**src/rtl/fcd_pkg.sv**
```systemverilog
package fcd_pkg;

   typedef enum logic [1:0] {
      MODE_READ  = 2'd0,
      MODE_PEND  = 2'd1,
      MODE_ERASE = 2'd2
   } fcd_mode_e;

   localparam int          UNLOCK_OFS_W = 11;
   localparam logic [10:0] UNLOCK_ADR_A = 11'h555;
   localparam logic [10:0] UNLOCK_ADR_B = 11'h2AA;

   localparam logic [7:0] CODE_KEY_A = 8'hAA;
   localparam logic [7:0] CODE_KEY_B = 8'h55;
   localparam logic [7:0] CODE_SETUP = 8'h80;
   localparam logic [7:0] CODE_CHIP  = 8'h10;
   localparam logic [7:0] CODE_SECT  = 8'h30;
   localparam logic [7:0] CODE_SUSP  = 8'hB0;

endpackage

```
**src/rtl/fcd_strobe_sync.sv**
```systemverilog
module fcd_strobe_sync #(
   parameter int STAGES = 2
) (
   input  logic clk,
   input  logic rst_n,
   input  logic strobe_n,
   output logic rise_evt
);
   localparam int LAST = STAGES;

   logic [LAST:0] shreg;

   always_ff @(posedge clk or negedge rst_n) begin
      if (!rst_n) shreg <= '1;
      else        shreg <= {shreg[LAST-1:0], strobe_n};
   end

   assign rise_evt = shreg[LAST-1] & ~shreg[LAST];

endmodule

```
**src/rtl/fcd_unlock_seq.sv**
```systemverilog
module fcd_unlock_seq
   import fcd_pkg::*;
#(
   parameter int OFS_W = 11
) (
   input  logic             clk,
   input  logic             rst_n,
   input  logic             wr_evt,
   input  logic             enable,
   input  logic [OFS_W-1:0] offset,
   input  logic [7:0]       code,
   output logic             chip_hit,
   output logic             sect_hit
);
   localparam logic [OFS_W-1:0] ADR_A = OFS_W'(UNLOCK_ADR_A);
   localparam logic [OFS_W-1:0] ADR_B = OFS_W'(UNLOCK_ADR_B);
   localparam logic [2:0]       FINAL = 3'd5;

   logic [2:0] step_q;
   logic       step_ok;
   logic       at_a, at_b;

   assign at_a = (offset == ADR_A);
   assign at_b = (offset == ADR_B);

   always_comb begin
      case (step_q)
         3'd0, 3'd3: step_ok = at_a && (code == CODE_KEY_A);
         3'd1, 3'd4: step_ok = at_b && (code == CODE_KEY_B);
         3'd2:       step_ok = at_a && (code == CODE_SETUP);
         default:    step_ok = 1'b0;
      endcase
   end

   assign chip_hit = wr_evt && enable && (step_q == FINAL) && at_a && (code == CODE_CHIP);
   assign sect_hit = wr_evt && enable && (step_q == FINAL) && (code == CODE_SECT);

   always_ff @(posedge clk or negedge rst_n) begin
      if (!rst_n)                  step_q <= '0;
      else if (!enable)            step_q <= '0;
      else if (wr_evt) begin
         if (step_q == FINAL)      step_q <= '0;
         else if (step_ok)         step_q <= step_q + 3'd1;
         else                      step_q <= '0;
      end
   end

endmodule

```
**src/rtl/fcd_window_timer.sv**
```systemverilog
module fcd_window_timer #(
   parameter int CYCLES = 50
) (
   input  logic clk,
   input  logic rst_n,
   input  logic load,
   input  logic cancel,
   output logic running,
   output logic expire
);
   localparam int CNT_W = (CYCLES > 2) ? $clog2(CYCLES) : 1;
   localparam logic [CNT_W-1:0] RELOAD = CNT_W'(CYCLES - 1);

   logic [CNT_W-1:0] cnt_q;
   logic             run_q;

   assign running = run_q;
   assign expire  = run_q && (cnt_q == '0) && !load && !cancel;

   always_ff @(posedge clk or negedge rst_n) begin
      if (!rst_n) begin
         run_q <= 1'b0;
         cnt_q <= '0;
      end else if (cancel) begin
         run_q <= 1'b0;
         cnt_q <= '0;
      end else if (load) begin
         run_q <= 1'b1;
         cnt_q <= RELOAD;
      end else if (run_q) begin
         if (cnt_q == '0) run_q <= 1'b0;
         else             cnt_q <= cnt_q - 1'b1;
      end
   end

endmodule

```
**src/rtl/fcd_sector_map.sv**
```systemverilog
module fcd_sector_map #(
   parameter int NUM_SECTORS = 8,
   parameter int SEC_W       = 3
) (
   input  logic                   clk,
   input  logic                   rst_n,
   input  logic                   set_en,
   input  logic [SEC_W-1:0]       set_idx,
   input  logic                   set_all,
   input  logic                   clear,
   output logic [NUM_SECTORS-1:0] sel
);
   for (genvar i = 0; i < NUM_SECTORS; i++) begin : g_bit
      localparam logic [SEC_W-1:0] MY_IDX = SEC_W'(i);
      always_ff @(posedge clk or negedge rst_n) begin
         if (!rst_n)                              sel[i] <= 1'b0;
         else if (clear)                          sel[i] <= 1'b0;
         else if (set_all)                        sel[i] <= 1'b1;
         else if (set_en && (set_idx == MY_IDX))  sel[i] <= 1'b1;
      end
   end

endmodule

```
**src/rtl/flash_cmd_decoder.sv**
```systemverilog
module flash_cmd_decoder
   import fcd_pkg::*;
#(
   parameter int ADDR_W      = 14,
   parameter int NUM_SECTORS = 8,
   parameter int CLK_MHZ     = 100,
   parameter int WINDOW_US   = 50,
   parameter int SYNC_STAGES = 2
) (
   input  logic                   clk,
   input  logic                   rst_n,
   input  logic                   we_n,
   input  logic [ADDR_W-1:0]      addr,
   input  logic [7:0]             data,
   input  logic                   erase_done,
   output logic [1:0]             mode,
   output logic [NUM_SECTORS-1:0] sector_sel,
   output logic                   erase_start,
   output logic                   window_closed,
   output logic                   suspend_req
);
   localparam int SEC_W         = $clog2(NUM_SECTORS);
   localparam int OFS_W         = ADDR_W - SEC_W;
   localparam int WINDOW_CYCLES = CLK_MHZ * WINDOW_US;

   if (NUM_SECTORS < 2 || (1 << SEC_W) != NUM_SECTORS) begin : g_bad_sectors
      $error("NUM_SECTORS must be a power of two, at least 2");
   end
   if (OFS_W < UNLOCK_OFS_W) begin : g_bad_addr
      $error("ADDR_W too small for unlock offsets plus sector field");
   end
   if (SYNC_STAGES < 2) begin : g_bad_sync
      $error("SYNC_STAGES must be at least 2");
   end
   if (WINDOW_CYCLES < 2) begin : g_bad_window
      $error("acceptance window must span at least 2 cycles");
   end

   logic             wr_evt;
   logic [OFS_W-1:0] offset;
   logic [SEC_W-1:0] sec_idx;
   logic             chip_hit, sect_hit;
   logic             pend_sect, pend_abort, erase_susp, finish;
   logic             tmr_load, tmr_run, tmr_expire;
   logic             map_set, map_clear;
   fcd_mode_e        mode_q, mode_d;
   logic             start_q, closed_q, susp_q;

   assign offset  = addr[OFS_W-1:0];
   assign sec_idx = addr[ADDR_W-1 -: SEC_W];

   fcd_strobe_sync #(.STAGES(SYNC_STAGES)) u_sync (
      .clk      (clk),
      .rst_n    (rst_n),
      .strobe_n (we_n),
      .rise_evt (wr_evt)
   );

   fcd_unlock_seq #(.OFS_W(OFS_W)) u_seq (
      .clk      (clk),
      .rst_n    (rst_n),
      .wr_evt   (wr_evt),
      .enable   (mode_q == MODE_READ),
      .offset   (offset),
      .code     (data),
      .chip_hit (chip_hit),
      .sect_hit (sect_hit)
   );

   assign pend_sect  = (mode_q == MODE_PEND) && wr_evt && (data == CODE_SECT);
   assign pend_abort = (mode_q == MODE_PEND) && wr_evt
                       && (data != CODE_SECT) && (data != CODE_SUSP);
   assign erase_susp = (mode_q == MODE_ERASE) && wr_evt && (data == CODE_SUSP);
   assign finish     = (mode_q == MODE_ERASE) && erase_done;

   assign tmr_load  = sect_hit || pend_sect;
   assign map_set   = sect_hit || pend_sect;
   assign map_clear = pend_abort || finish;

   fcd_window_timer #(.CYCLES(WINDOW_CYCLES)) u_timer (
      .clk     (clk),
      .rst_n   (rst_n),
      .load    (tmr_load),
      .cancel  (pend_abort),
      .running (tmr_run),
      .expire  (tmr_expire)
   );

   fcd_sector_map #(.NUM_SECTORS(NUM_SECTORS), .SEC_W(SEC_W)) u_map (
      .clk     (clk),
      .rst_n   (rst_n),
      .set_en  (map_set),
      .set_idx (sec_idx),
      .set_all (chip_hit),
      .clear   (map_clear),
      .sel     (sector_sel)
   );

   always_comb begin
      mode_d = mode_q;
      case (mode_q)
         MODE_READ: begin
            if (chip_hit)      mode_d = MODE_ERASE;
            else if (sect_hit) mode_d = MODE_PEND;
         end
         MODE_PEND: begin
            if (pend_abort)                  mode_d = MODE_READ;
            else if (tmr_expire || !tmr_run) mode_d = tmr_expire ? MODE_ERASE : MODE_PEND;
         end
         MODE_ERASE: begin
            if (finish) mode_d = MODE_READ;
         end
         default: mode_d = MODE_READ;
      endcase
   end

   always_ff @(posedge clk or negedge rst_n) begin
      if (!rst_n) begin
         mode_q   <= MODE_READ;
         start_q  <= 1'b0;
         closed_q <= 1'b0;
         susp_q   <= 1'b0;
      end else begin
         mode_q  <= mode_d;
         start_q <= chip_hit || ((mode_q == MODE_PEND) && tmr_expire);
         susp_q  <= erase_susp;
         if (finish)
            closed_q <= 1'b0;
         else if (chip_hit || ((mode_q == MODE_PEND) && tmr_expire))
            closed_q <= 1'b1;
      end
   end

   assign mode          = mode_q;
   assign erase_start   = start_q;
   assign window_closed = closed_q;
   assign suspend_req   = susp_q;

endmodule

```
**config.mk**
```make
export PLATFORM = sky130hd
export DESIGN_NAME = flash_cmd_decoder
export DESIGN_NICKNAME = d
export VERILOG_FILES = /design/src/rtl/fcd_pkg.sv /design/src/rtl/fcd_strobe_sync.sv /design/src/rtl/fcd_unlock_seq.sv /design/src/rtl/fcd_window_timer.sv /design/src/rtl/fcd_sector_map.sv /design/src/rtl/flash_cmd_decoder.sv
export SDC_FILE = /design/constraint.sdc
export NUM_CORES = 1
export LEC_CHECK = 0
export BUFFER_PORTS_ARGS = -buffer_cell sky130_fd_sc_hd__buf_2
export CAP_MARGIN = 20
export CORE_AREA = 2 2 63 65
export DETAILED_ROUTE_END_ITERATION = 8
export DIE_AREA = 0 0 65 67
export PLACE_DENSITY = 0.77
export SYNTH_ARGS = -nofsm -noshare
export SYNTH_HDL_FRONTEND = slang
export SYNTH_SLANG_ARGS = --single-unit
```
**constraint.sdc**
```tcl
create_clock -name clk -period 2.3 [get_ports clk]
set_input_delay 0.23 -clock clk [delete_from_list [all_inputs] [get_ports clk]]
set_output_delay 0.23 -clock clk [all_outputs]
set_load 0.1 [all_outputs]
```
==> impl_metrics.csv <==
group,metric,value,unit
status,outcome,"finished, violations left",
status,failed_checks,"hold timing",
run,cap_violations,0,
routing,via_count,1525,
global_routing,grt_pass1_vias,1420,
power,total_power,1.506,mW
yosys,ys_warn_count,0,
yosys,seq_area_frac_synth,42.88,%
global_routing,antenna_found_initial,0,
floorplanning,rows,22,
critical_path,path_cells,"inv_1 -> ha_1 -> a21oi_2 -> or4_4 -> nor3_2 -> nand3_1 -> a21oi_2",
final_layout,area_growth,16.36,%
critical_path,cp_top_family,"simple AND/OR/NAND/NOR gates",
critical_path,crit_required,2520,ps
critical_path,cp_common_cell,"a21oi_2",
power,power.density,669.2,nW/um2
timing,max_slew_margin,52.66,%
power,irDropWorstVdd,0.0005656,V
yosys,syn_area,1934,um2
power,leakage,1.019,nW
global_routing,grt_max_degree,34,
clock_tree,clk_path_buf_depth,2,
placement,place_ws,500.3,ps
final_layout,stdcell_count,282,
floorplanning,core_area,3606,um2
critical_path,start_kind,"register",
yosys,syn_inst,192,
timing,fmax,0.5488,GHz
routing,antenna_left,0,
yosys,synth_seq_cells,33,
yosys,ys.flop_type,"dfrtp_1",
critical_path,criticalPathCategory,"register to register",
critical_path,arrival,2040,ps
final_layout,fin_area,2251,um2
timing,setup_viol,0,
routing,drc,0,
critical_path,crit_path_max_fanout,4,
placement,io_buffer_count,38,
floorplanning,chipWidth,65,um
critical_path,end_kind,"register",
clock_tree,cts_buffers,5,
routing,drt-initial-drc-count,76,
critical_path,crit_path_max_incr_delay,440,ps
floorplanning,initial_core_util,53.64,%
final_layout,diodes,0,
placement,gp_congestion,0.7655,
placement,place_inst,274,
routing,dr.pass1.iters,4,
yosys,syn_avg_cell_area,10.07,um2
min_path,hold_class,"primary input to asynchronous set/reset pin",
routing,wl_per_cell,13.02,um
timing,min_period,1822,ps
clock_tree,cts_root_buf,"clkbuf_8",
timing,post-route-period-util,79.23,%
clock_tree,cts.hold.buffers_added,0,
clock_tree,cts_resized,0,
timing,whs,-12.48,ps
final_layout,final_util,62.42,%
yosys,async_reset_ff_share,100.0,%
clock_tree,cts_max_level,2,
timing,hold_violations,13,
timing,drv_slew,0,
routing,avgViaCountPerCell,5.408,
floorplanning,dieHeight,67,um
floorplanning,die-area,4355,um2
clock_tree,path_clk_slew,70,ps
global_routing,grt.overflow.total,0,
final_layout,layout.nets,266,
timing,finClkSkew,6.005,ps
critical_path,cp_slowest_cell,"or4_4",
final_layout,drive_above_1_share,29.49,%
timing,fin_tns_setup,0,ps
timing,rsz0062_at_grt,"false",
global_routing,track_usage,18.92,%
timing,layout_setup_ws,477.8,ps
placement,placed_area,2150,um2
placement,dp_hpwl,2749,um
yosys,synth_cell_type_count,50,
floorplanning,pin_count,39,
global_routing,grt_pass1_wl,6313,um
clock_tree,cts_setup_buffers,0,
timing,tightest_slew,710.1,ps
clock_tree,clk_latency,290,ps
critical_path,worst-path-buf-inv,1,
clock_tree,cts.sinks,33,
yosys,syn_nets,225,
routing,drt-total-wl,3672,um
clock_tree,cts_tree,"done",
yosys,synth_edf_count,0,
report_power, final:
part	internal [mW]	switching (mW)
clock network	0.270	0.214
registers	0.651	0.0743
logic	0.141	0.155
logic make-up after synthesis:
kind of cell    synth area share (%)
simple gates                   31.89
flops                          42.89
compound gates                 10.35
buf+inv                        3.751
xor+xnor                       4.528
fa+ha+maj                      4.528
mux                            2.070
cell type report:
| cell class | count | area [um2] |
|---|---|---|
| Timing Repair Buffer | 39 | 197.7 |
| Clock inverter | 1 | 5.005 |
| Clock buffer | 7 | 96.34 |
| Sequential cell | 33 | 829.5 |
| Fill cell | 286 | 1355 |
| Inverter | 8 | 30.03 |
| Multi-Input combinational cell | 146 | 1032 |
| Tap cell | 48 | 60.06 |
path summary, 6_finish.rpt:
path,cells past startpoint,endpoint,slack (ps),startpoint
max,7,u_map.sel[3],480,u_seq.step_q[1]
min,1,u_map.sel[7],-10,rst_n
max reg2reg,7,u_map.sel[3],480,u_seq.step_q[1]
min reg2reg,0,u_sync.shreg[1],360,u_sync.shreg[0]
max in group asynchronous,1,mode[1],1850,rst_n
min in group clk,1,u_sync.shreg[0],40,we_n
routing by layer:
layer,vias up,wire length (um),global-route usage (%)
met5,-,0,0
li1,761,-,-
met3,5,245,4.561
met2,43,1661,31.19
met1,716,1721,24.38
met4,0,44,6.383
cell usage after synthesis, types with 5 or more instances:
library cell / instances / area share, %
nor2b_1: 9 / 2.9
xor2_1: 8 / 3.6
a21oi_1: 9 / 2.3
dfrtp_1: 30 / 39
a211oi_1: 5 / 1.9
nand2_1: 10 / 1.9
nand3_1: 9 / 2.3
inv_1: 8 / 1.6
ha_1: 7 / 4.5
nor3_1: 7 / 1.8
nor2_1: 23 / 4.5
placed cells by master, fill, tap and decap left out, types with 4 or more instances in the layout:
master	count
a211oi_1	5
a21oi_1	9
a21oi_2	4
and3_1	4
buf_2	38
clkbuf_8	7
dfrtp_1	30
ha_1	7
inv_1	8
mux2i_1	4
nand2_1	10
nand3_1	9
nand4_1	4
nor2_1	23
nor2b_1	9
nor3_1	7
xor2_1	8
worst reg2reg max path, stage by stage (launching register included):
cell	delay, ps
dfrtp_1	410
inv_1	90
ha_1	220
a21oi_2	80
or4_4	440
nor3_2	240
nand3_1	130
a21oi_2	140
sequential cells by signal (all words and copies together) (netlist names):
name and cells:
suspend_req 1, u_sync.shreg 3, mode 2, u_seq.step_q 3
erase_start 1, u_timer.running 1, window_closed 1, u_map.sel 8
u_timer.cnt_q 13
No activity file was read; power rests on OpenSTA's default activity.
